===== src/rtl/dmb_pkg.sv =====
package dmb_pkg;
  typedef enum logic {
    ROUTE_GP   = 1'b0,
    ROUTE_MBOX = 1'b1
  } route_e;
endpackage


===== src/rtl/dmb_mbox_store.sv =====
module dmb_mbox_store #(
  parameter int DATA_W = 8
) (
  input  logic              clk_i,
  input  logic              rst_ni,
  input  logic              wr_i,
  input  logic [DATA_W-1:0] wdata_i,
  input  logic              ack_i,
  output logic [DATA_W-1:0] data_o,
  output logic              dirty_o
);
  logic [DATA_W-1:0] data_q;
  logic              dirty_q;

  always_ff @(posedge clk_i or negedge rst_ni) begin
    if (!rst_ni) begin
      data_q  <= '0;
      dirty_q <= 1'b0;
    end else begin
      if (wr_i) data_q <= wdata_i;
      // write has priority over the acknowledge
      if (wr_i)       dirty_q <= 1'b1;
      else if (ack_i) dirty_q <= 1'b0;
    end
  end

  assign data_o  = data_q;
  assign dirty_o = dirty_q;

  AST_WR_SETS_DIRTY: assert property (@(posedge clk_i) disable iff (!rst_ni)
    wr_i |=> dirty_o);
  AST_WR_BEATS_ACK: assert property (@(posedge clk_i) disable iff (!rst_ni)
    wr_i && ack_i |=> dirty_o && data_o == $past(wdata_i));
  AST_ACK_CLEARS: assert property (@(posedge clk_i) disable iff (!rst_ni)
    ack_i && !wr_i |=> !dirty_o && $stable(data_o));
  AST_IDLE_HOLDS_FLAG: assert property (@(posedge clk_i) disable iff (!rst_ni)
    !wr_i && !ack_i |=> $stable(dirty_o));
endmodule


===== src/rtl/dmb_gp_store.sv =====
module dmb_gp_store #(
  parameter int DATA_W = 8
) (
  input  logic              clk_i,
  input  logic              rst_ni,
  input  logic              wr_i,
  input  logic [DATA_W-1:0] wdata_i,
  output logic [DATA_W-1:0] data_o
);
  always_ff @(posedge clk_i or negedge rst_ni) begin
    if (!rst_ni)   data_o <= '0;
    else if (wr_i) data_o <= wdata_i;
  end
endmodule


===== src/rtl/dmb_route.sv =====
module dmb_route
  import dmb_pkg::*;
#(
  parameter int DATA_W = 8
) (
  input  logic              fuse_i,
  input  logic              acc_en_i,
  input  logic              sel_i,
  input  logic              we_i,
  input  logic              re_i,
  input  logic [DATA_W-1:0] mbox_data_i,
  input  logic              dirty_i,
  input  logic [DATA_W-1:0] gp_data_i,
  output logic              mbox_wr_o,
  output logic              gp_wr_o,
  output logic [DATA_W-1:0] rdata_o
);
  localparam int LOW_W = DATA_W - 1;

  route_e route;
  logic [DATA_W-1:0] mbox_view;

  assign route     = (fuse_i && acc_en_i) ? ROUTE_MBOX : ROUTE_GP;
  assign mbox_view = {dirty_i, mbox_data_i[LOW_W-1:0]};
  assign mbox_wr_o = sel_i && we_i && (route == ROUTE_MBOX);
  assign gp_wr_o   = sel_i && we_i && (route == ROUTE_GP);

  always_comb begin
    rdata_o = '0;
    if (sel_i && re_i) rdata_o = (route == ROUTE_MBOX) ? mbox_view : gp_data_i;
  end

  always_comb begin
    AST_ONE_TARGET: assert (!(mbox_wr_o && gp_wr_o));
  end
endmodule


===== src/rtl/dbg_mailbox.sv =====
module dbg_mailbox #(
  parameter int DATA_W = 8
) (
  input  logic              clk_i,
  input  logic              rst_ni,
  input  logic              fuse_dbg_en_i,
  input  logic              dbg_acc_en_i,
  input  logic              cpu_sel_i,
  input  logic              cpu_we_i,
  input  logic              cpu_re_i,
  input  logic [DATA_W-1:0] cpu_wdata_i,
  output logic [DATA_W-1:0] cpu_rdata_o,
  input  logic              dbg_ack_i,
  output logic [DATA_W-1:0] dbg_data_o,
  output logic              dbg_dirty_o
);
  localparam int MSB = DATA_W - 1;

  logic              mbox_wr, gp_wr, dirty;
  logic [DATA_W-1:0] mbox_data, gp_data;

  dmb_route #(.DATA_W(DATA_W)) i_route (
    .fuse_i      (fuse_dbg_en_i),
    .acc_en_i    (dbg_acc_en_i),
    .sel_i       (cpu_sel_i),
    .we_i        (cpu_we_i),
    .re_i        (cpu_re_i),
    .mbox_data_i (mbox_data),
    .dirty_i     (dirty),
    .gp_data_i   (gp_data),
    .mbox_wr_o   (mbox_wr),
    .gp_wr_o     (gp_wr),
    .rdata_o     (cpu_rdata_o)
  );

  dmb_mbox_store #(.DATA_W(DATA_W)) i_mbox (
    .clk_i   (clk_i),
    .rst_ni  (rst_ni),
    .wr_i    (mbox_wr),
    .wdata_i (cpu_wdata_i),
    .ack_i   (dbg_ack_i),
    .data_o  (mbox_data),
    .dirty_o (dirty)
  );

  dmb_gp_store #(.DATA_W(DATA_W)) i_gp (
    .clk_i   (clk_i),
    .rst_ni  (rst_ni),
    .wr_i    (gp_wr),
    .wdata_i (cpu_wdata_i),
    .data_o  (gp_data)
  );

  assign dbg_data_o  = mbox_data;
  assign dbg_dirty_o = dirty;

  AST_GP_HOLD: assert property (@(posedge clk_i) disable iff (!rst_ni)
    fuse_dbg_en_i && dbg_acc_en_i |=> $stable(gp_data));
  AST_MBOX_HOLD: assert property (@(posedge clk_i) disable iff (!rst_ni)
    !(fuse_dbg_en_i && dbg_acc_en_i) && !dbg_ack_i |=> $stable(dbg_data_o) && $stable(dbg_dirty_o));
  AST_RD_MSB_FLAG: assert property (@(posedge clk_i) disable iff (!rst_ni)
    cpu_sel_i && cpu_re_i && fuse_dbg_en_i && dbg_acc_en_i |-> cpu_rdata_o[MSB] == dbg_dirty_o);
  AST_RD_IDLE_ZERO: assert property (@(posedge clk_i) disable iff (!rst_ni)
    !(cpu_sel_i && cpu_re_i) |-> cpu_rdata_o == '0);
endmodule


===== config.mk =====
export PLATFORM = sky130hd
export DESIGN_NAME = dbg_mailbox
export DESIGN_NICKNAME = d
export VERILOG_FILES = /design/src/rtl/dmb_pkg.sv /design/src/rtl/dmb_mbox_store.sv /design/src/rtl/dmb_gp_store.sv /design/src/rtl/dmb_route.sv /design/src/rtl/dbg_mailbox.sv
export SDC_FILE = /design/constraint.sdc
export NUM_CORES = 1
export LEC_CHECK = 0
export BUFFER_PORTS_ARGS = -buffer_cell sky130_fd_sc_hd__buf_4
export CELL_PAD_IN_SITES_DETAIL_PLACEMENT = 1
export CELL_PAD_IN_SITES_GLOBAL_PLACEMENT = 1
export CORE_MARGIN = 5
export CORE_UTILIZATION = 38
export CTS_CLUSTER_DIAMETER = 150
export DETAILED_ROUTE_END_ITERATION = 8
export PLACE_DENSITY = 0.76
export SETUP_SLACK_MARGIN = 0.15
export SKIP_LAST_GASP = 1
export SYNTH_ARGS = -nofsm -noshare
export SYNTH_HDL_FRONTEND = slang
export SYNTH_HIERARCHICAL = 1
export SYNTH_SLANG_ARGS = --single-unit

===== constraint.sdc =====
create_clock -name clk_i -period 1.3 [get_ports clk_i]
set_clock_uncertainty 0.1 [all_clocks]
set_input_delay 0.39 -clock clk_i [delete_from_list [all_inputs] [get_ports clk_i]]
set_output_delay 0.39 -clock clk_i [all_outputs]
set_load 0.01 [all_outputs]

==> out/metrics.csv, run 1 <==
metric,value,unit
gr usage total,0.145,
final non-filler cell total,155,
CTS buffer count,3,
P per Cell Area,1090,nW/um^2
period utilisation layout,1.28,
largest family of logic cells by synthesized area,multiplexers,
critical setup path kind,register to output port,
"Clk pin slew, worst setup/hold paths",0.10,ns
CP endpoint kind,output port,
most frequent cells in the layout,"buf_4 (43), dfrtp_1 (17), mux2_4 (16)",
die span in y,60.9,um
Post-Place Worst Slack,-0.321,ns
Core Rows,18,
Finished Cell Area,1560,sq um
IO Pins,33,
DR iter-0 viols,4,
Vias,776,
post-synthesis simple-gate area fraction,0.0967,
H-Tree Depth,1,
post-synthesis mux area share,0.244,
Syn Std Cell Area,983,sq um
library cells used by synthesis,11,
initial antenna violation count,0,
Placer Congestion,0.701,
Syn. warnings,6,
routed len/inst,18.5,um
Hold Path Class,input pin to register,
Synth Area in Compound Gates,0.136,
global-route wire length before repair,3.86,mm
P&R area growth vs syn,58.8,%
grt ovf,0,
status,"finished, violations left",
startpoint types,register,
max cap viols,0,
fin. max-slew vios,0,
failing checks,negative setup slack,
DP Cell Count,132,
DP HPWL,1.70,mm
# port buffers,32,
vias in the first global route,806,
Sink Count,17,
Final WS setup,-0.359,ns
f_max,603,MHz
Die Width,60.9,um
P_leak,0.765,nW
Post-Synth XOR/XNOR Area,0,
post-route ant nets,0,
Final min period,1.66,ns
core area,2480,sq um
antenna diode count,0,
"commonest non-fill, non-tap cell in the layout",buf_4,
initial core utilization,0.397,
layout cells sized above 1,0.760,
Post-Syn Area per Cell,14.0,sq um
largest net degree at the start of global routing,19,
Yosys reg bits,17,
VDD IR max,769,uV
Root Driver,clkbuf_4,
Synth Area in Adders,0,
1st-pass router iterations,2,
actual slew at the worst max-slew pin,0.239,ns
overall die area,3710,sq um
CTS tree,done,
Final Hold Vio Count,0,
final net count,142,
drt via density,5.01,
DRC Markers,0,
cell count after synthesis,70,
Post-Route WL,2.87,mm
syn nets,86,
RSZ-0062 raised after global routing,true,
clk buf depth,2,
"Max FO, Critical Path",2,
sequential share of the synthesized area,0.433,
filler cell count,252,
area of placed instances,1270,sq um
Critical Path RT,0.81,ns
critical path arrival,1.17,ns
Max-slew headroom,0.841,
clock latency on the worst-skew pair,0.28,ns
# setup viols final,25,
## per-stage QoR
stage	total power, mW	TNS (ns)	utilization	hold slack, ns
2_1_floorplan	1.03	-2.77	-	-0.00559
3_3_place_gp	1.22	-5.20	0.512	0.170
5_1_grt	1.79	-4.18	0.630	0.212
3_5_place_dp	1.24	-5.72	0.512	0.172
6_report	1.70	-3.11	0.630	0.237
4_1_cts	1.60	-3.13	0.555	0.223
## synth_stat cells
cell type,instances,area (sq um)
buf_12,2,40.0
a21oi_1,9,45.0
a21o_2,1,8.76
dfrtp_1,17,425
buf_6,4,45.0
mux2_4,16,240
inv_1,1,3.75
nand2_1,3,11.3
a21bo_1,8,80.1
nand3_2,8,80.1
nor2_1,1,3.75
## critical path: stages, from the launching register on
cell and delay (ns):
dfrtp_1 0.39, a21bo_1 0.22, a21oi_2 0.14, buf_4 0.14
## final timing paths
| path | from | slack [ns] | end | depth (start not counted) |
|---|---|---|---|---|
| setup / recovery | i_gp/data_o[3] | -0.36 | cpu_rdata_o[3] | 3 |
| hold / removal | cpu_wdata_i[5] | 0.24 | i_gp/data_o[5] | 2 |
| max in group asynchronous | rst_ni | 0.50 | i_gp/data_o[1] | 2 |
| hold reg to reg | i_gp/data_o[0] | 0.43 | i_gp/data_o[0] | 1 |
| setup reg to reg | i_gp/data_o[1] | 0.18 | i_gp/data_o[1] | 3 |
| min in group asynchronous | rst_ni | 0.40 | i_gp/data_o[2] | 2 |
## power breakdown
group | internal [mW] | switching (mW)
sequential | 0.629 | 0.0866
clock | 0.119 | 0.165
combinational | 0.469 | 0.229
total | 1.22 | 0.481
## flip-flops by register name (all words and copies together) (netlist names)
| signal | count |
|---|---|
| i_gp/data_o | 8 |
| i_mbox/data_o | 8 |
| i_mbox/dirty_o | 1 |
## layer usage
metal | up-vias | track usage | routed length [um]
li1 | 358 | - | -
met1 | 394 | 0.190 | 1230
met2 | 24 | 0.243 | 1490
met3 | 0 | 0.0319 | 146
met4 | 0 | 0.0372 | 0
met5 | - | 0 | 0
## timing repair
action / CTS / global route
hold buffers: 1 / 0
pin swaps: 0 / 1
setup endpoints to repair: 32 / 23
hold endpoints to repair: 17 / 0
cloned: 0 / 2
gates resized for setup: 9 / 12
setup buffers: 5 / 11
## area by class of cell
cell class,count,area (sq um),area share
clock buffers,4,26.3,0.0168
repair buffers,57,556,0.356
inverters,1,3.75,0.00240
well taps,30,37.5,0.0240
flip-flops and latches,17,425,0.272
multi-input cells,46,513,0.329
## cell families after synthesis
kind of cell,after synthesis
and+or+nand+nor,12
AOI/OAI and AO/OA,18
muxes,16
buffers and inverters,7
DFF,17
(Power assumes the default switching activity.)
==> inputs of run 2 (changes only) <==
--- a/config.mk
+++ b/config.mk
@@ -6,13 +6,11 @@
 export NUM_CORES = 1
 export LEC_CHECK = 0
 export BUFFER_PORTS_ARGS = -buffer_cell sky130_fd_sc_hd__buf_4
-export CELL_PAD_IN_SITES_DETAIL_PLACEMENT = 1
-export CELL_PAD_IN_SITES_GLOBAL_PLACEMENT = 1
 export CORE_MARGIN = 5
-export CORE_UTILIZATION = 38
+export CORE_UTILIZATION = 49
 export CTS_CLUSTER_DIAMETER = 150
 export DETAILED_ROUTE_END_ITERATION = 8
-export PLACE_DENSITY = 0.76
+export PLACE_DENSITY = 0.77
 export SETUP_SLACK_MARGIN = 0.15
 export SKIP_LAST_GASP = 1
 export SYNTH_ARGS = -nofsm -noshare
==> run 2 against run 1 <==
The flow still finishes with violations (negative setup slack). Core utilization is 11 points higher. Critical path type unchanged. First-iteration DRC count grew to 2.5 times the previous value. Via count is 4.0% lower. Cell count is 4.5% lower.
==> out/metrics.csv, run 2 (synthesis gave the netlist of run 1 again) <==
metric,value,unit,change
VDD IR max,881,uV,was 769 uV
internal power,1.17,mW,was 1.22 mW
Die Width,54.8,um,was 60.9 um
combinational share of power,0.384,,was 0.411
CTS tree,done,,unchanged
Post-Route WL,2.24,mm,was 2.87 mm
Final Hold Vio Count,0,,unchanged
layout cells sized above 1,0.760,,about the same
Reg power frac,0.435,,was 0.421
R2R Setup Slk,0.19,ns,was 0.18 ns
worst setup path startpoint,i_gp/data_o[4],,was i_gp/data_o[3]
filler cell count,152,,was 252
period utilisation layout,1.26,,was 1.28
"Max FO, Critical Path",2,,unchanged
Net Sw Power,0.474,mW,was 0.481 mW
"commonest non-fill, non-tap cell in the layout",buf_4,,unchanged
CTS buffer count,3,,unchanged
routed len/inst,15.1,um,was 18.5 um
IO Pins,33,,unchanged
clk buf depth,2,,unchanged
reg-to-reg endpoint,i_gp/data_o[7],,was i_gp/data_o[1]
actual slew at the worst max-slew pin,0.222,ns,was 0.239 ns
vias in the first global route,739,,was 806
grt ovf,0,,unchanged
Max stage delay on crit path,0.36,ns,was 0.39 ns
Max-slew headroom,0.852,,was 0.841
status,"finished, violations left",,unchanged
Root Driver,clkbuf_4,,unchanged
largest net degree at the start of global routing,19,,unchanged
critical setup path kind,register to output port,,unchanged
CP endpoint kind,output port,,unchanged
startpoint types,register,,unchanged
total power,1.64,mW,was 1.70 mW
global-route wire length before repair,3.55,mm,was 3.86 mm
initial antenna violation count,0,,unchanged
DP HPWL,1.52,mm,was 1.70 mm
initial core utilization,0.506,,was 0.397
die span in y,54.8,um,was 60.9 um
"Clk pin slew, worst setup/hold paths",0.10,ns,about the same
setup total negative slack,-3.07,ns,was -3.11 ns
# port buffers,32,,unchanged
R2R cell count,3,,unchanged
fin. max-slew vios,0,,unchanged
most frequent cells in the layout,"buf_4 (45), dfrtp_1 (17), mux2_4 (16)",,"was buf_4 (43), dfrtp_1 (17), mux2_4 (16)"
Sink Count,17,,unchanged
antenna diode count,0,,unchanged
core area,1940,sq um,was 2480 sq um
DR iter-0 viols,10,,was 4
proportion of power drawn by the clock network,0.181,,was 0.167
P&R area growth vs syn,46.2,%,was 58.8%
1st-pass router iterations,4,,was 2
final net count,138,,was 142
P_leak,0.712,nW,was 0.765 nW
Placer Congestion,0.700,,was 0.701
Sw Share,0.289,,was 0.283
P per Cell Area,1140,nW/um^2,was 1090 nW/um^2
Critical R2R Launch,i_gp/data_o[7],,was i_gp/data_o[1]
Final WS setup,-0.340,ns,was -0.359 ns
Multi-input gate area,513,sq um,unchanged
max cap viols,0,,unchanged
register area,425,sq um,unchanged
Critical Path RT,0.81,ns,about the same
end of the critical path,cpu_rdata_o[4],,was cpu_rdata_o[3]
Worst Hold Path Cells,2,,unchanged
post-route ant nets,0,,unchanged
H-Tree Depth,1,,unchanged
f_max,610,MHz,was 603 MHz
failing checks,negative setup slack,,unchanged
"Max stage delay cell, worst path",dfrtp_1,,unchanged
Final min period,1.64,ns,was 1.66 ns
DRC Markers,0,,unchanged
Vias,745,,was 776
gr usage total,0.174,,was 0.145
drt via density,5.03,,was 5.01
CP cell instances,a21bo_1 -> a21oi_2 -> buf_4,,unchanged
Core Rows,16,,was 18
RSZ-0062 raised after global routing,true,,unchanged
# setup viols final,17,,was 25
clock latency on the worst-skew pair,0.30,ns,was 0.28 ns
critical path arrival,1.15,ns,was 1.17 ns
Hold Path Class,input pin to register,,unchanged
overall die area,3000,sq um,was 3710 sq um
run 2: per-layer routing:
metal	vias up	track usage	wire length [um]
li1	347	-	-
met1	373	0.220	971
met2	20	0.274	1120
met3	5	0.0327	90
met4	0	0.0996	51
met5	-	0	0
run 2: cell type report:
type | count | area share
clock buffers | 3 | 0.0157
clock inverters | 1 | 0.00348
inverters | 1 | 0.00261
multi-input cells | 46 | 0.357
flip-flops and latches | 17 | 0.296
well taps | 27 | 0.0235
repair buffers | 53 | 0.302
run 2: repair_timing:
| action | CTS | global route |
|---|---|---|
| setup buffers | 7 | 6 |
| endpoints found under the hold margin | 17 | 0 |
| endpoints found under the setup margin | 25 | 26 |
| gates resized for setup | 5 | 7 |
| pin swaps | 0 | 0 |
| hold buffers | 1 | 0 |
| gates cloned | 0 | 0 |
run 2: metrics by stage:
stage | setup slack [ns] | util | hold WS (ns) | std cells | instance area (sq um)
floorplan | -0.146 | - | -0.00559 | 70 | 1020
finish | -0.340 | 0.740 | 0.217 | 148 | 1440
global placement | -0.238 | 0.648 | 0.162 | 130 | 1260
CTS | -0.349 | 0.704 | 0.208 | 142 | 1370
detailed placement | -0.275 | 0.648 | 0.164 | 130 | 1260
global route | -0.399 | 0.740 | 0.204 | 148 | 1440
run 2: power groups by stage:
stage	combinational (mW)	sequential, mW	clock (mW)
CTS	0.565	0.710	0.306
global route	0.675	0.727	0.328
floorplan	0.301	0.729	0
finish	0.629	0.713	0.297
global placement	0.492	0.715	0
detailed placement	0.503	0.719	0
run 2: how the worst min path moves through the flow:
| stage | start | end |
|---|---|---|
| floorplan | rst_ni | i_gp/data_o[0] |
| global placement | rst_ni | i_mbox/data_o[0] |
| detailed placement | rst_ni | i_mbox/data_o[0] |
| CTS | cpu_wdata_i[2] | i_mbox/data_o[2] |
| global route | cpu_wdata_i[2] | i_mbox/data_o[2] |
| finish | cpu_wdata_i[2] | i_mbox/data_o[2] |
run 2: worst max-delay path: cells and delay by family, from the launching register on:
family | cells | cell delay, ns
flip-flops | 1 | 0.36
AO/OA/AOI/OAI | 2 | 0.35
buffers and inverters | 1 | 0.14
